<file path="config.mk">
export PLATFORM = sky130hd
export DESIGN_NAME = miss_quota_tracker
export DESIGN_NICKNAME = d
export VERILOG_FILES = /design/src/rtl/mqt_pkg.sv /design/src/rtl/mqt_entry.sv /design/src/rtl/mqt_pick.sv /design/src/rtl/mqt_order_fifo.sv /design/src/rtl/mqt_replay.sv /design/src/rtl/miss_quota_tracker.sv
export SDC_FILE = /design/constraint.sdc
export NUM_CORES = 1
export LEC_CHECK = 0
export BUFFER_PORTS_ARGS = -buffer_cell sky130_fd_sc_hd__buf_2
export CAP_MARGIN = 5
export CELL_PAD_IN_SITES_DETAIL_PLACEMENT = 0
export CELL_PAD_IN_SITES_GLOBAL_PLACEMENT = 1
export CORE_AREA = 2 2 243 245
export CTS_CLUSTER_DIAMETER = 80
export DETAILED_ROUTE_END_ITERATION = 10
export DIE_AREA = 0 0 245 247
export HOLD_SLACK_MARGIN = 0.03
export PLACE_DENSITY_LB_ADDON = 0.15
export SLEW_MARGIN = 5
export SYNTH_ARGS = -nofsm -noshare
export SYNTH_HDL_FRONTEND = slang
export SYNTH_SLANG_ARGS = --single-unit
</file>
<file path="constraint.sdc">
create_clock -name clk -period 6.17 [get_ports clk]
set_input_delay 0.3085 -clock clk [delete_from_list [all_inputs] [get_ports clk]]
set_output_delay 0.3085 -clock clk [all_outputs]
set_load 0.03 [all_outputs]
</file>
<file path="src/rtl/mqt_pkg.sv">
package mqt_pkg;
   // Outcome of one access at the request port.
   typedef enum logic [1:0] {
      ACC_NONE  = 2'd0,
      ACC_HIT   = 2'd1,
      ACC_MERGE = 2'd2,
      ACC_ALLOC = 2'd3
   } acc_kind_e;
endpackage

</file>
<file path="src/rtl/mqt_entry.sv">
module mqt_entry #(
   parameter int ADDR_W  = 26,
   parameter int ID_W    = 4,
   parameter int WORD_W  = 3,
   parameter int MAX_TGT = 4
) (
   input  logic                       clk,
   input  logic                       rst_n,
   input  logic                       alloc_i,
   input  logic                       merge_i,
   input  logic                       issue_i,
   input  logic                       drain_i,
   input  logic                       clear_i,
   input  logic [ADDR_W-1:0]          addr_i,
   input  logic [ID_W-1:0]            id_i,
   input  logic [WORD_W-1:0]          word_i,
   input  logic [$clog2(MAX_TGT)-1:0] rd_sel_i,
   output logic                       valid_o,
   output logic                       issued_o,
   output logic                       draining_o,
   output logic [ADDR_W-1:0]          addr_o,
   output logic [$clog2(MAX_TGT+1)-1:0] tcount_o,
   output logic [ID_W-1:0]            id_o,
   output logic [WORD_W-1:0]          word_o
);
   localparam int TC_W = $clog2(MAX_TGT+1);

   logic              valid_q, issued_q, drain_q;
   logic [TC_W-1:0]   tcnt_q;
   logic [ADDR_W-1:0] addr_q;
   logic [ID_W-1:0]   id_vec [MAX_TGT];
   logic [WORD_W-1:0] wd_vec [MAX_TGT];

   always_ff @(posedge clk or negedge rst_n) begin
      if (!rst_n) begin
         valid_q  <= 1'b0;
         issued_q <= 1'b0;
         drain_q  <= 1'b0;
         tcnt_q   <= '0;
      end else if (alloc_i) begin
         valid_q  <= 1'b1;
         issued_q <= 1'b0;
         drain_q  <= 1'b0;
         tcnt_q   <= TC_W'(1);
      end else begin
         if (merge_i) tcnt_q   <= tcnt_q + TC_W'(1);
         if (issue_i) issued_q <= 1'b1;
         if (drain_i) drain_q  <= 1'b1;
         if (clear_i) begin
            valid_q  <= 1'b0;
            issued_q <= 1'b0;
            drain_q  <= 1'b0;
            tcnt_q   <= '0;
         end
      end
   end

   always_ff @(posedge clk) begin
      if (alloc_i) addr_q <= addr_i;
   end

   for (genvar t = 0; t < MAX_TGT; t++) begin : g_tgt
      logic              wr_t;
      logic [ID_W-1:0]   id_q;
      logic [WORD_W-1:0] wd_q;
      assign wr_t = (alloc_i && (t == 0)) || (merge_i && (tcnt_q == TC_W'(t)));
      always_ff @(posedge clk) begin
         if (wr_t) begin
            id_q <= id_i;
            wd_q <= word_i;
         end
      end
      assign id_vec[t] = id_q;
      assign wd_vec[t] = wd_q;
   end

   assign valid_o    = valid_q;
   assign issued_o   = issued_q;
   assign draining_o = drain_q;
   assign addr_o     = addr_q;
   assign tcount_o   = tcnt_q;
   assign id_o       = id_vec[rd_sel_i];
   assign word_o     = wd_vec[rd_sel_i];

   AST_ALLOC_FREE: assert property (@(posedge clk) disable iff (!rst_n)
      alloc_i |-> !valid_q);
   AST_TGT_CAP: assert property (@(posedge clk) disable iff (!rst_n)
      merge_i |-> (valid_q && !drain_q && tcnt_q < TC_W'(MAX_TGT)));
   AST_ISSUE_ONCE: assert property (@(posedge clk) disable iff (!rst_n)
      issue_i |-> (valid_q && !issued_q));
   AST_DRAIN_AFTER_ISSUE: assert property (@(posedge clk) disable iff (!rst_n)
      drain_i |-> (valid_q && issued_q));
endmodule

</file>
<file path="src/rtl/mqt_pick.sv">
module mqt_pick #(
   parameter int N      = 6,
   parameter int ADDR_W = 26,
   parameter int IDX_W  = 3
) (
   input  logic [N-1:0]             valid_i,
   input  logic [N-1:0][ADDR_W-1:0] addr_i,
   input  logic [ADDR_W-1:0]        key_i,
   output logic [N-1:0]             match_o,
   output logic                     match_any_o,
   output logic [IDX_W-1:0]         match_idx_o,
   output logic                     free_any_o,
   output logic [IDX_W-1:0]         free_idx_o
);
   for (genvar i = 0; i < N; i++) begin : g_cmp
      assign match_o[i] = valid_i[i] && (addr_i[i] == key_i);
   end

   // Walk downward so the lowest index wins.
   always_comb begin
      match_idx_o = '0;
      free_idx_o  = '0;
      free_any_o  = 1'b0;
      for (int i = N - 1; i >= 0; i--) begin
         if (match_o[i]) match_idx_o = IDX_W'(i);
         if (!valid_i[i]) begin
            free_idx_o = IDX_W'(i);
            free_any_o = 1'b1;
         end
      end
   end

   assign match_any_o = |match_o;
endmodule

</file>
<file path="src/rtl/mqt_order_fifo.sv">
module mqt_order_fifo #(
   parameter int DEPTH = 6,
   parameter int W     = 3
) (
   input  logic         clk,
   input  logic         rst_n,
   input  logic         push_i,
   input  logic [W-1:0] data_i,
   input  logic         pop_i,
   output logic [W-1:0] head_o,
   output logic         empty_o
);
   localparam int PW = (DEPTH > 1) ? $clog2(DEPTH) : 1;
   localparam int CW = $clog2(DEPTH+1);

   logic [W-1:0]  mem [DEPTH];
   logic [PW-1:0] rd_q, wr_q;
   logic [CW-1:0] cnt_q;

   function automatic logic [PW-1:0] bump(input logic [PW-1:0] p);
      return (p == PW'(DEPTH-1)) ? '0 : p + PW'(1);
   endfunction

   always_ff @(posedge clk or negedge rst_n) begin
      if (!rst_n) begin
         rd_q  <= '0;
         wr_q  <= '0;
         cnt_q <= '0;
      end else begin
         if (push_i) wr_q <= bump(wr_q);
         if (pop_i)  rd_q <= bump(rd_q);
         case ({push_i, pop_i})
            2'b10:   cnt_q <= cnt_q + CW'(1);
            2'b01:   cnt_q <= cnt_q - CW'(1);
            default: cnt_q <= cnt_q;
         endcase
      end
   end

   always_ff @(posedge clk) begin
      if (push_i) mem[wr_q] <= data_i;
   end

   assign head_o  = mem[rd_q];
   assign empty_o = (cnt_q == '0);

   AST_FIFO_ROOM: assert property (@(posedge clk) disable iff (!rst_n)
      push_i |-> (cnt_q < CW'(DEPTH)));
   AST_FIFO_POP_LIVE: assert property (@(posedge clk) disable iff (!rst_n)
      pop_i |-> !empty_o);
endmodule

</file>
<file path="src/rtl/mqt_replay.sv">
module mqt_replay #(
   parameter int IDX_W = 3,
   parameter int TC_W  = 3,
   parameter int TP_W  = 2
) (
   input  logic             clk,
   input  logic             rst_n,
   input  logic             start_i,
   input  logic [IDX_W-1:0] tag_i,
   input  logic [TC_W-1:0]  cur_tcount_i,
   output logic             busy_o,
   output logic [IDX_W-1:0] idx_o,
   output logic [TP_W-1:0]  ptr_o,
   output logic             last_o
);
   logic             busy_q;
   logic [IDX_W-1:0] idx_q;
   logic [TP_W-1:0]  ptr_q;

   assign last_o = busy_q && ((TC_W'(ptr_q) + TC_W'(1)) == cur_tcount_i);

   always_ff @(posedge clk or negedge rst_n) begin
      if (!rst_n) begin
         busy_q <= 1'b0;
         idx_q  <= '0;
         ptr_q  <= '0;
      end else if (start_i) begin
         busy_q <= 1'b1;
         idx_q  <= tag_i;
         ptr_q  <= '0;
      end else if (busy_q) begin
         if (last_o) busy_q <= 1'b0;
         else        ptr_q  <= ptr_q + TP_W'(1);
      end
   end

   assign busy_o = busy_q;
   assign idx_o  = idx_q;
   assign ptr_o  = ptr_q;

   AST_RPL_NO_OVERLAP: assert property (@(posedge clk) disable iff (!rst_n)
      start_i |-> !busy_q);
   AST_RPL_ENDS: assert property (@(posedge clk) disable iff (!rst_n)
      last_o |=> !busy_q);
endmodule

</file>
<file path="src/rtl/miss_quota_tracker.sv">
module miss_quota_tracker #(
   parameter int N_ENTRIES = 6,
   parameter int ADDR_W    = 26,
   parameter int ID_W      = 4,
   parameter int WORD_W    = 3,
   parameter int MAX_TGT   = 4,
   parameter int IDX_W     = $clog2(N_ENTRIES),
   parameter int CNT_W     = $clog2(N_ENTRIES+1)
) (
   input  logic              clk,
   input  logic              rst_n,
   input  logic              req_valid,
   input  logic              req_hit,
   input  logic [ADDR_W-1:0] req_addr,
   input  logic [ID_W-1:0]   req_id,
   input  logic [WORD_W-1:0] req_word,
   output logic              req_ready,
   input  logic              quota_wr_en,
   input  logic [CNT_W-1:0]  quota_wr_data,
   output logic [CNT_W-1:0]  quota_q,
   output logic [CNT_W-1:0]  used_count,
   output logic              fill_req_valid,
   input  logic              fill_req_ready,
   output logic [ADDR_W-1:0] fill_req_addr,
   output logic [IDX_W-1:0]  fill_req_tag,
   input  logic              fill_rsp_valid,
   input  logic [IDX_W-1:0]  fill_rsp_tag,
   output logic              fill_rsp_ready,
   output logic              rsp_valid,
   output logic [ADDR_W-1:0] rsp_addr,
   output logic [ID_W-1:0]   rsp_id,
   output logic [WORD_W-1:0] rsp_word
);
   import mqt_pkg::*;

   localparam int TC_W = $clog2(MAX_TGT+1);
   localparam int TP_W = $clog2(MAX_TGT);

   if (N_ENTRIES < 2 || MAX_TGT < 2) begin : g_bad_size
      $error("miss_quota_tracker: N_ENTRIES and MAX_TGT must be at least 2");
   end
   if (IDX_W < $clog2(N_ENTRIES) || CNT_W < $clog2(N_ENTRIES+1)) begin : g_bad_width
      $error("miss_quota_tracker: index or count width too narrow");
   end

   logic [N_ENTRIES-1:0]             ent_valid, ent_issued, ent_drain;
   logic [N_ENTRIES-1:0][ADDR_W-1:0] ent_addr;
   logic [N_ENTRIES-1:0][TC_W-1:0]   ent_tcnt;
   logic [N_ENTRIES-1:0][ID_W-1:0]   ent_id;
   logic [N_ENTRIES-1:0][WORD_W-1:0] ent_wd;
   logic [N_ENTRIES-1:0]             alloc_vec, merge_vec, issue_vec, drain_vec, clear_vec;
   logic [N_ENTRIES-1:0]             match_vec;

   logic             match_any, free_any;
   logic [IDX_W-1:0] match_idx, free_idx;
   logic [CNT_W-1:0] quota_r, used_r, eff_quota;
   logic             locked, merge_blocked;
   acc_kind_e        acc;
   logic             do_alloc, do_merge;
   logic             q_empty, q_pop;
   logic [IDX_W-1:0] q_head;
   logic             fill_fire;
   logic             rpl_busy, rpl_last;
   logic [IDX_W-1:0] rpl_idx;
   logic [TP_W-1:0]  rpl_ptr;

   // Search and free-slot choice.
   mqt_pick #(.N(N_ENTRIES), .ADDR_W(ADDR_W), .IDX_W(IDX_W)) u_pick (
      .valid_i     (ent_valid),
      .addr_i      (ent_addr),
      .key_i       (req_addr),
      .match_o     (match_vec),
      .match_any_o (match_any),
      .match_idx_o (match_idx),
      .free_any_o  (free_any),
      .free_idx_o  (free_idx)
   );

   // Quota and lockup.
   assign eff_quota = (quota_r == '0) ? CNT_W'(1) : quota_r;
   assign locked    = (used_r >= eff_quota) || (used_r == CNT_W'(N_ENTRIES));
   assign merge_blocked = match_any &&
                          (ent_drain[match_idx] || (ent_tcnt[match_idx] == TC_W'(MAX_TGT)));

   assign req_ready = !locked && !(!req_hit && merge_blocked);

   always_comb begin
      acc = ACC_NONE;
      if (req_valid && req_ready) begin
         if (req_hit)        acc = ACC_HIT;
         else if (match_any) acc = ACC_MERGE;
         else                acc = ACC_ALLOC;
      end
   end
   assign do_alloc = (acc == ACC_ALLOC);
   assign do_merge = (acc == ACC_MERGE);

   always_ff @(posedge clk or negedge rst_n) begin
      if (!rst_n) quota_r <= CNT_W'(N_ENTRIES);
      else if (quota_wr_en) quota_r <= quota_wr_data;
   end

   always_ff @(posedge clk or negedge rst_n) begin
      if (!rst_n) begin
         used_r <= '0;
      end else begin
         case ({do_alloc, rpl_last})
            2'b10:   used_r <= used_r + CNT_W'(1);
            2'b01:   used_r <= used_r - CNT_W'(1);
            default: used_r <= used_r;
         endcase
      end
   end

   assign quota_q    = quota_r;
   assign used_count = used_r;

   // Issue order.
   mqt_order_fifo #(.DEPTH(N_ENTRIES), .W(IDX_W)) u_order (
      .clk     (clk),
      .rst_n   (rst_n),
      .push_i  (do_alloc),
      .data_i  (free_idx),
      .pop_i   (q_pop),
      .head_o  (q_head),
      .empty_o (q_empty)
   );

   assign fill_req_valid = !q_empty;
   assign fill_req_tag   = q_head;
   assign fill_req_addr  = ent_addr[q_head];
   assign q_pop          = fill_req_valid && fill_req_ready;

   // Refill replay.
   assign fill_rsp_ready = !rpl_busy;
   assign fill_fire      = fill_rsp_valid && fill_rsp_ready;

   mqt_replay #(.IDX_W(IDX_W), .TC_W(TC_W), .TP_W(TP_W)) u_replay (
      .clk          (clk),
      .rst_n        (rst_n),
      .start_i      (fill_fire),
      .tag_i        (fill_rsp_tag),
      .cur_tcount_i (ent_tcnt[rpl_idx]),
      .busy_o       (rpl_busy),
      .idx_o        (rpl_idx),
      .ptr_o        (rpl_ptr),
      .last_o       (rpl_last)
   );

   assign rsp_valid = rpl_busy;
   assign rsp_addr  = ent_addr[rpl_idx];
   assign rsp_id    = ent_id[rpl_idx];
   assign rsp_word  = ent_wd[rpl_idx];

   // Entry array.
   for (genvar i = 0; i < N_ENTRIES; i++) begin : g_ent
      assign alloc_vec[i] = do_alloc  && (free_idx     == IDX_W'(i));
      assign merge_vec[i] = do_merge  && match_vec[i];
      assign issue_vec[i] = q_pop     && (q_head       == IDX_W'(i));
      assign drain_vec[i] = fill_fire && (fill_rsp_tag == IDX_W'(i));
      assign clear_vec[i] = rpl_last  && (rpl_idx      == IDX_W'(i));

      mqt_entry #(.ADDR_W(ADDR_W), .ID_W(ID_W), .WORD_W(WORD_W), .MAX_TGT(MAX_TGT)) u_ent (
         .clk        (clk),
         .rst_n      (rst_n),
         .alloc_i    (alloc_vec[i]),
         .merge_i    (merge_vec[i]),
         .issue_i    (issue_vec[i]),
         .drain_i    (drain_vec[i]),
         .clear_i    (clear_vec[i]),
         .addr_i     (req_addr),
         .id_i       (req_id),
         .word_i     (req_word),
         .rd_sel_i   (rpl_ptr),
         .valid_o    (ent_valid[i]),
         .issued_o   (ent_issued[i]),
         .draining_o (ent_drain[i]),
         .addr_o     (ent_addr[i]),
         .tcount_o   (ent_tcnt[i]),
         .id_o       (ent_id[i]),
         .word_o     (ent_wd[i])
      );
   end

   AST_COUNT_TRACKS: assert property (@(posedge clk) disable iff (!rst_n)
      used_r == CNT_W'($countones(ent_valid)));
   AST_COUNT_BOUND: assert property (@(posedge clk) disable iff (!rst_n)
      used_r <= CNT_W'(N_ENTRIES));
   AST_ALLOC_HAS_ROOM: assert property (@(posedge clk) disable iff (!rst_n)
      do_alloc |-> free_any);
   AST_QUOTA_HOLD: assert property (@(posedge clk) disable iff (!rst_n)
      do_alloc |=> (used_r <= $past(eff_quota)));
   AST_ONE_MATCH: assert property (@(posedge clk) disable iff (!rst_n)
      $onehot0(match_vec));
   AST_REQ_HOLD: assert property (@(posedge clk) disable iff (!rst_n)
      (fill_req_valid && !fill_req_ready) |=>
         (fill_req_valid && $stable(fill_req_tag) && $stable(fill_req_addr)));
   AST_FILL_KNOWN: assert property (@(posedge clk) disable iff (!rst_n)
      fill_fire |-> (ent_valid[fill_rsp_tag] && ent_issued[fill_rsp_tag] &&
                     !ent_drain[fill_rsp_tag]));
   AST_RSP_LIVE: assert property (@(posedge clk) disable iff (!rst_n)
      rsp_valid |-> (ent_valid[rpl_idx] && ent_drain[rpl_idx]));
endmodule

</file>
==> impl_summary.md <==
Status
The run finished with clean final reports.

Job
The max-cap check violation count is 0.

STA
The total negative slack is 0 ns. Setup violations remaining at the end of the flow were counted as 0. The worst path in the final design needs a cycle of 4.67 ns, including I/O delays and setup.

Headroom to the max-slew limit came out at 15.8%. Between clock sinks in the finished design, the worst skew comes to slightly below 0.02 ns. The total count of hold-check failures in the final report came to 0. The ratio of final minimum period to clock period is 75.7%. The slew of the pin with the lowest slew margin is 1.25 ns. The max-slew violation count was 0.

Timing would allow up to 214 MHz. Setup repair after global routing left no endpoint under its margin.

Synth
The number of synthesized flops with an enable pin is 342. The commonest register cell after synthesis is edfxtp_1. Counting flops and latches in the post-synthesis netlist gives 393. Counting flops with an async set or reset pin after synthesis yields a share of 13.0%. Synthesis instantiated 68 different standard cells from the library. The gate count of the mapped netlist is 1,393.

The total of warnings raised by yosys is 0. The sequential-to-total area share from yosys stat is 57.8%. The average instance area after synthesis is 14.4 µm². The post-synth design cell area is 20,000 µm². The number of nets handed over by synthesis was approximately 1.5k.

Detailed routing
For this run, design rule violations remaining after detail routing come to 0. In this run, the number of DRC markers left after iteration 0 of detailed routing was 984. After detailed routing, the average wire length per cell comes to 27.1 µm. The via count of the routed design is 12.6k.

The detailed-route vias per instance is 5.43. The remaining antenna violation count after routing is 0. The routed wire length is 63.1 mm.

The first TritonRoute pass finished after 8 iterations.

Global routing
The via count of the first global-routing pass is around 13k. Entering global routing, the biggest net connects 52 pins. The global-route usage over all layers is 21.0%.

The initial antenna violation count is 0. The first global-routing pass estimated 91.2 mm of wire. After global routing the overflow that remains totals 0.

Power and ir drop
In this run the static leakage power is roughly 0.008 µW. The power density relative to cell area is 457 nW/µm². The worst ir drop on vdd is 0.267 mV.

Worst hold path
The worst min-delay path class is in2reg. The worst hold path terminates at u_replay.busy_o$_DFF_PN0_. The startpoint of the most critical hold path is fill_rsp_valid.

The instance count along the most critical hold path is 3.

Final layout
The number of antenna diodes in the final layout is 0. The layout-stage area growth over the synthesis result is 14.9%. The share of final-layout standard cells stronger than drive strength 1 is 22.8%. Cells fill 39.5% of the core in the end. For this run, the post-layout net count is 1,600. With fillers left out, the area of the finished cells amounts to 23,000 µm².

Clocking
In this run the clock root is driven by a clkbuf_16. The number of buffers created by CTS is 46. The number of hold buffers added after CTS was 8. Clock tree synthesis found a total of roughly 400 sinks.

Post-CTS repair changed the size of 0 cells. The CTS H-tree depth is 2. The buffer depth of the longest clock path is 3. Clock latency on the worst-skew pair, taken at its later pin, is 0.60 ns. After clock tree synthesis, the clock-pin slew on the worst setup and hold paths is about 0.06 ns. Post-CTS timing repair inserted 0 buffers for setup. The clock tree from TritonCTS is built.

Die
The site row count is 89. The floorplan die area is 60,500 µm². In this run the horizontal extent of the chip is 245 µm. The height of the die is 247 µm. The core region is 58,200 µm². 118 I/O pins were placed. The starting utilization of the core area is 34.3%.

Worst setup path
The highest cell delay on the worst timing path is 0.98 ns. The required arrival time at the worst endpoint is between 6 and 7 ns. For the worst flop-to-flop path, the logic depth is 10. The arrival time of data at the critical path endpoint is 4.88 ns. Along the worst path, the maximum fanout reaches 7. The worst setup path is captured at a flop. Together, buffers and inverters on the worst path number 0. The class of the most critical setup path is reg2reg. The critical path startpoint category is a flop. The setup check on the worst reg-to-reg path leaves a slack of around 1.5 ns. The endpoint identified for the worst register-to-register timing path is g_ent[4].u_ent.g_tgt[2].wd_q[2]$_DFFE_PP_.

The critical path goes through xnor2_1 -> or4bb_1 -> nor4_1 -> nand2_1 -> a21boi_0 -> o211ai_1 -> o211a_1 -> nor2_1 -> o21ai_0 -> nor3b_1. In this run the critical register-to-register path is launched from g_ent[3].u_ent.addr_o[12]$_DFFE_PP_. The master of the slowest instance on the critical path is nor3b_1. Broken down by cell family, the worst path's largest delay share belongs to simple AND/OR/NAND/NOR gates.

Placed design
In this run the cell area measured after placement is 21,400 µm². The half-perimeter wire length after placement is 44.7 mm. Routability-driven placement finished with a final weighted congestion of between 0.9 and 1. The port buffer count is 117.
==> sequential cells by signal, indices dropped and copies added (netlist names) <==
| register | count |
|---|---|
| u_order.cnt_q | 3 |
| g_ent.u_ent.g_tgt.id_q | 96 |
| u_replay.busy_o | 1 |
| quota_q | 3 |
| g_ent.u_ent.addr_o | 156 |
| u_order.rd_q | 3 |
| u_replay.idx_o | 3 |
| g_ent.u_ent.draining_o | 6 |
| used_count | 3 |
| u_replay.ptr_o | 2 |
| u_order.wr_q | 3 |
| u_order.mem | 18 |
| g_ent.u_ent.tcount_o | 18 |
| g_ent.u_ent.valid_o | 6 |
| g_ent.u_ent.g_tgt.wd_q | 72 |
==> per-stage QoR <==
| step | hold slack (ns) | worst slack (ns) | total power, µW | cells |
|---|---|---|---|---|
| 6_report | 0.0701 | 1.50 | 10500 | 2326 |
| 5_1_grt | 0.0744 | 1.24 | 11000 | 2326 |
| 4_1_cts | 0.0401 | 1.55 | 10700 | 2324 |
| 3_5_place_dp | 0.462 | 1.46 | 8020 | 2231 |
| 3_3_place_gp | 0.464 | 1.51 | 8010 | 2231 |
| 2_1_floorplan | 0.0129 | 0.203 | 6480 | 1393 |
==> cells in the mapped netlist (3+ instances only) <==
master    number  area [µm²]
edfxtp_1     342       10300
xnor2_1      122        1070
mux4_2       104        2340
nand2_1       94         353
mux2i_1       76         761
inv_1         72         270
nand4_1       57         357
xor2_1        50         438
dfrtp_1       49        1230
nor2_1        47         176
o21ai_0       42         210
ha_1          36         450
clkbuf_1      31         116
buf_2         27         135
o22ai_1       27         169
nor4_1        23         144
a21oi_1       15        75.1
nor3_1        13        65.1
a21o_1        12        90.1
buf_1         11        41.3
a31oi_1        9        56.3
nand2b_1       9        56.3
nor3b_1        9        67.6
nand3_1        8        40.0
or4_1          8        60.1
and3_1         7        43.8
xnor2_2        7         114
or3_1          6        37.5
and2_1         5        31.3
mux2_2         5        56.3
a31o_2         4        35.0
buf_4          4        30.0
a211oi_1       3        22.5
a21boi_0       3        22.5
a221oi_1       3        26.3
and4_1         3        26.3
nand3b_1       3        22.5
nor2b_1        3        18.8
o211a_1        3        30.0
o211ai_1       3        22.5
o21a_1         3        22.5
or2_2          3        18.8
==> worst reg2reg max path, delay by kind of cell, from the launching register on <==
family	cells	cell delay, ns
AO/OA/AOI/OAI	4	0.90
XOR/XNOR	1	0.45
flip-flops	1	0.43
AND/OR/NAND/NOR	5	2.50
==> power by group <==
part / leakage, µW / switching [µW] / total, µW / internal [µW]
clock: 0.000697 / 1130 / 2600 / 1470
combinational: 0.00361 / 2790 / 4410 / 1610
sequential: 0.00372 / 340 / 3480 / 3140
total: 0.00803 / 4260 / 10500 / 6230
==> logic make-up (layout without fill, tap and decap cells) <==
kind of cell	count (synthesis)	count (layout)	synth area share [%]
simple gates	311	311	8.30
compound gates	139	139	4.49
xor+xnor	179	179	8.10
fa+ha+maj	38	38	2.45
flops	393	393	57.8
mux	185	185	15.8
buf+inv	148	308	3.10
==> worst max-delay path by stage <==
stage / to / cells after the start / slack, ns / start
2_1_floorplan: g_ent[3].u_ent.g_tgt[0].id_q[0]$_DFFE_PP_ / 10 / 0.20 / quota_q[1]$_DFFE_PN1P_
3_3_place_gp: g_ent[5].u_ent.g_tgt[2].wd_q[2]$_DFFE_PP_ / 11 / 1.51 / req_addr[12]
3_5_place_dp: g_ent[5].u_ent.g_tgt[2].wd_q[2]$_DFFE_PP_ / 11 / 1.46 / req_addr[12]
4_1_cts: g_ent[5].u_ent.g_tgt[2].wd_q[1]$_DFFE_PP_ / 10 / 1.55 / g_ent[3].u_ent.addr_o[12]$_DFFE_PP_
5_1_grt: g_ent[4].u_ent.g_tgt[1].wd_q[1]$_DFFE_PP_ / 10 / 1.24 / g_ent[3].u_ent.addr_o[12]$_DFFE_PP_
6_report: g_ent[4].u_ent.g_tgt[2].wd_q[2]$_DFFE_PP_ / 10 / 1.50 / g_ent[3].u_ent.addr_o[12]$_DFFE_PP_
==> per-layer routing <==
layer / GRT usage, % / vias to the layer above / share of wire [%]
li1: - / 5564 / -
met1: 28.5 / 6601 / 44
met2: 34.5 / 388 / 48
met3: 3.79 / 81 / 5.7
met4: 6.03 / 0 / 2.8
met5: 0 / - / 0
==> cells in the final DEF (no fill, tap or decap), types with 9 or more instances in the layout <==
cell type / netlist / final
nand2_1: 94 / 93
mux4_2: 104 / 104
xnor2_1: 122 / 122
nor3_1: 13 / 12
edfxtp_1: 342 / 342
nor2_1: 47 / 46
ha_1: 36 / 36
dfrtp_1: 49 / 45
a21o_1: 12 / 12
nor4_1: 23 / 22
clkbuf_16: 0 / 46
mux2i_1: 76 / 76
inv_1: 72 / 72
a21oi_1: 15 / 14
a31oi_1: 9 / 9
xor2_1: 50 / 50
buf_4: 4 / 23
buf_2: 27 / 118
o22ai_1: 27 / 27
clkbuf_1: 31 / 16
o21ai_0: 42 / 42
nand4_1: 57 / 57
==> area by class of cell <==
type / instances / area (µm²)
Fill cell: 5461 / 35300
Sequential cell: 393 / 11600
Multi-Input combinational cell: 852 / 7890
Clock buffer: 65 / 1250
Tap cell: 773 / 967
Timing Repair Buffer: 150 / 848
Inverter: 73 / 274
Clock inverter: 20 / 198
No activity file was read; power rests on OpenSTA's default activity.
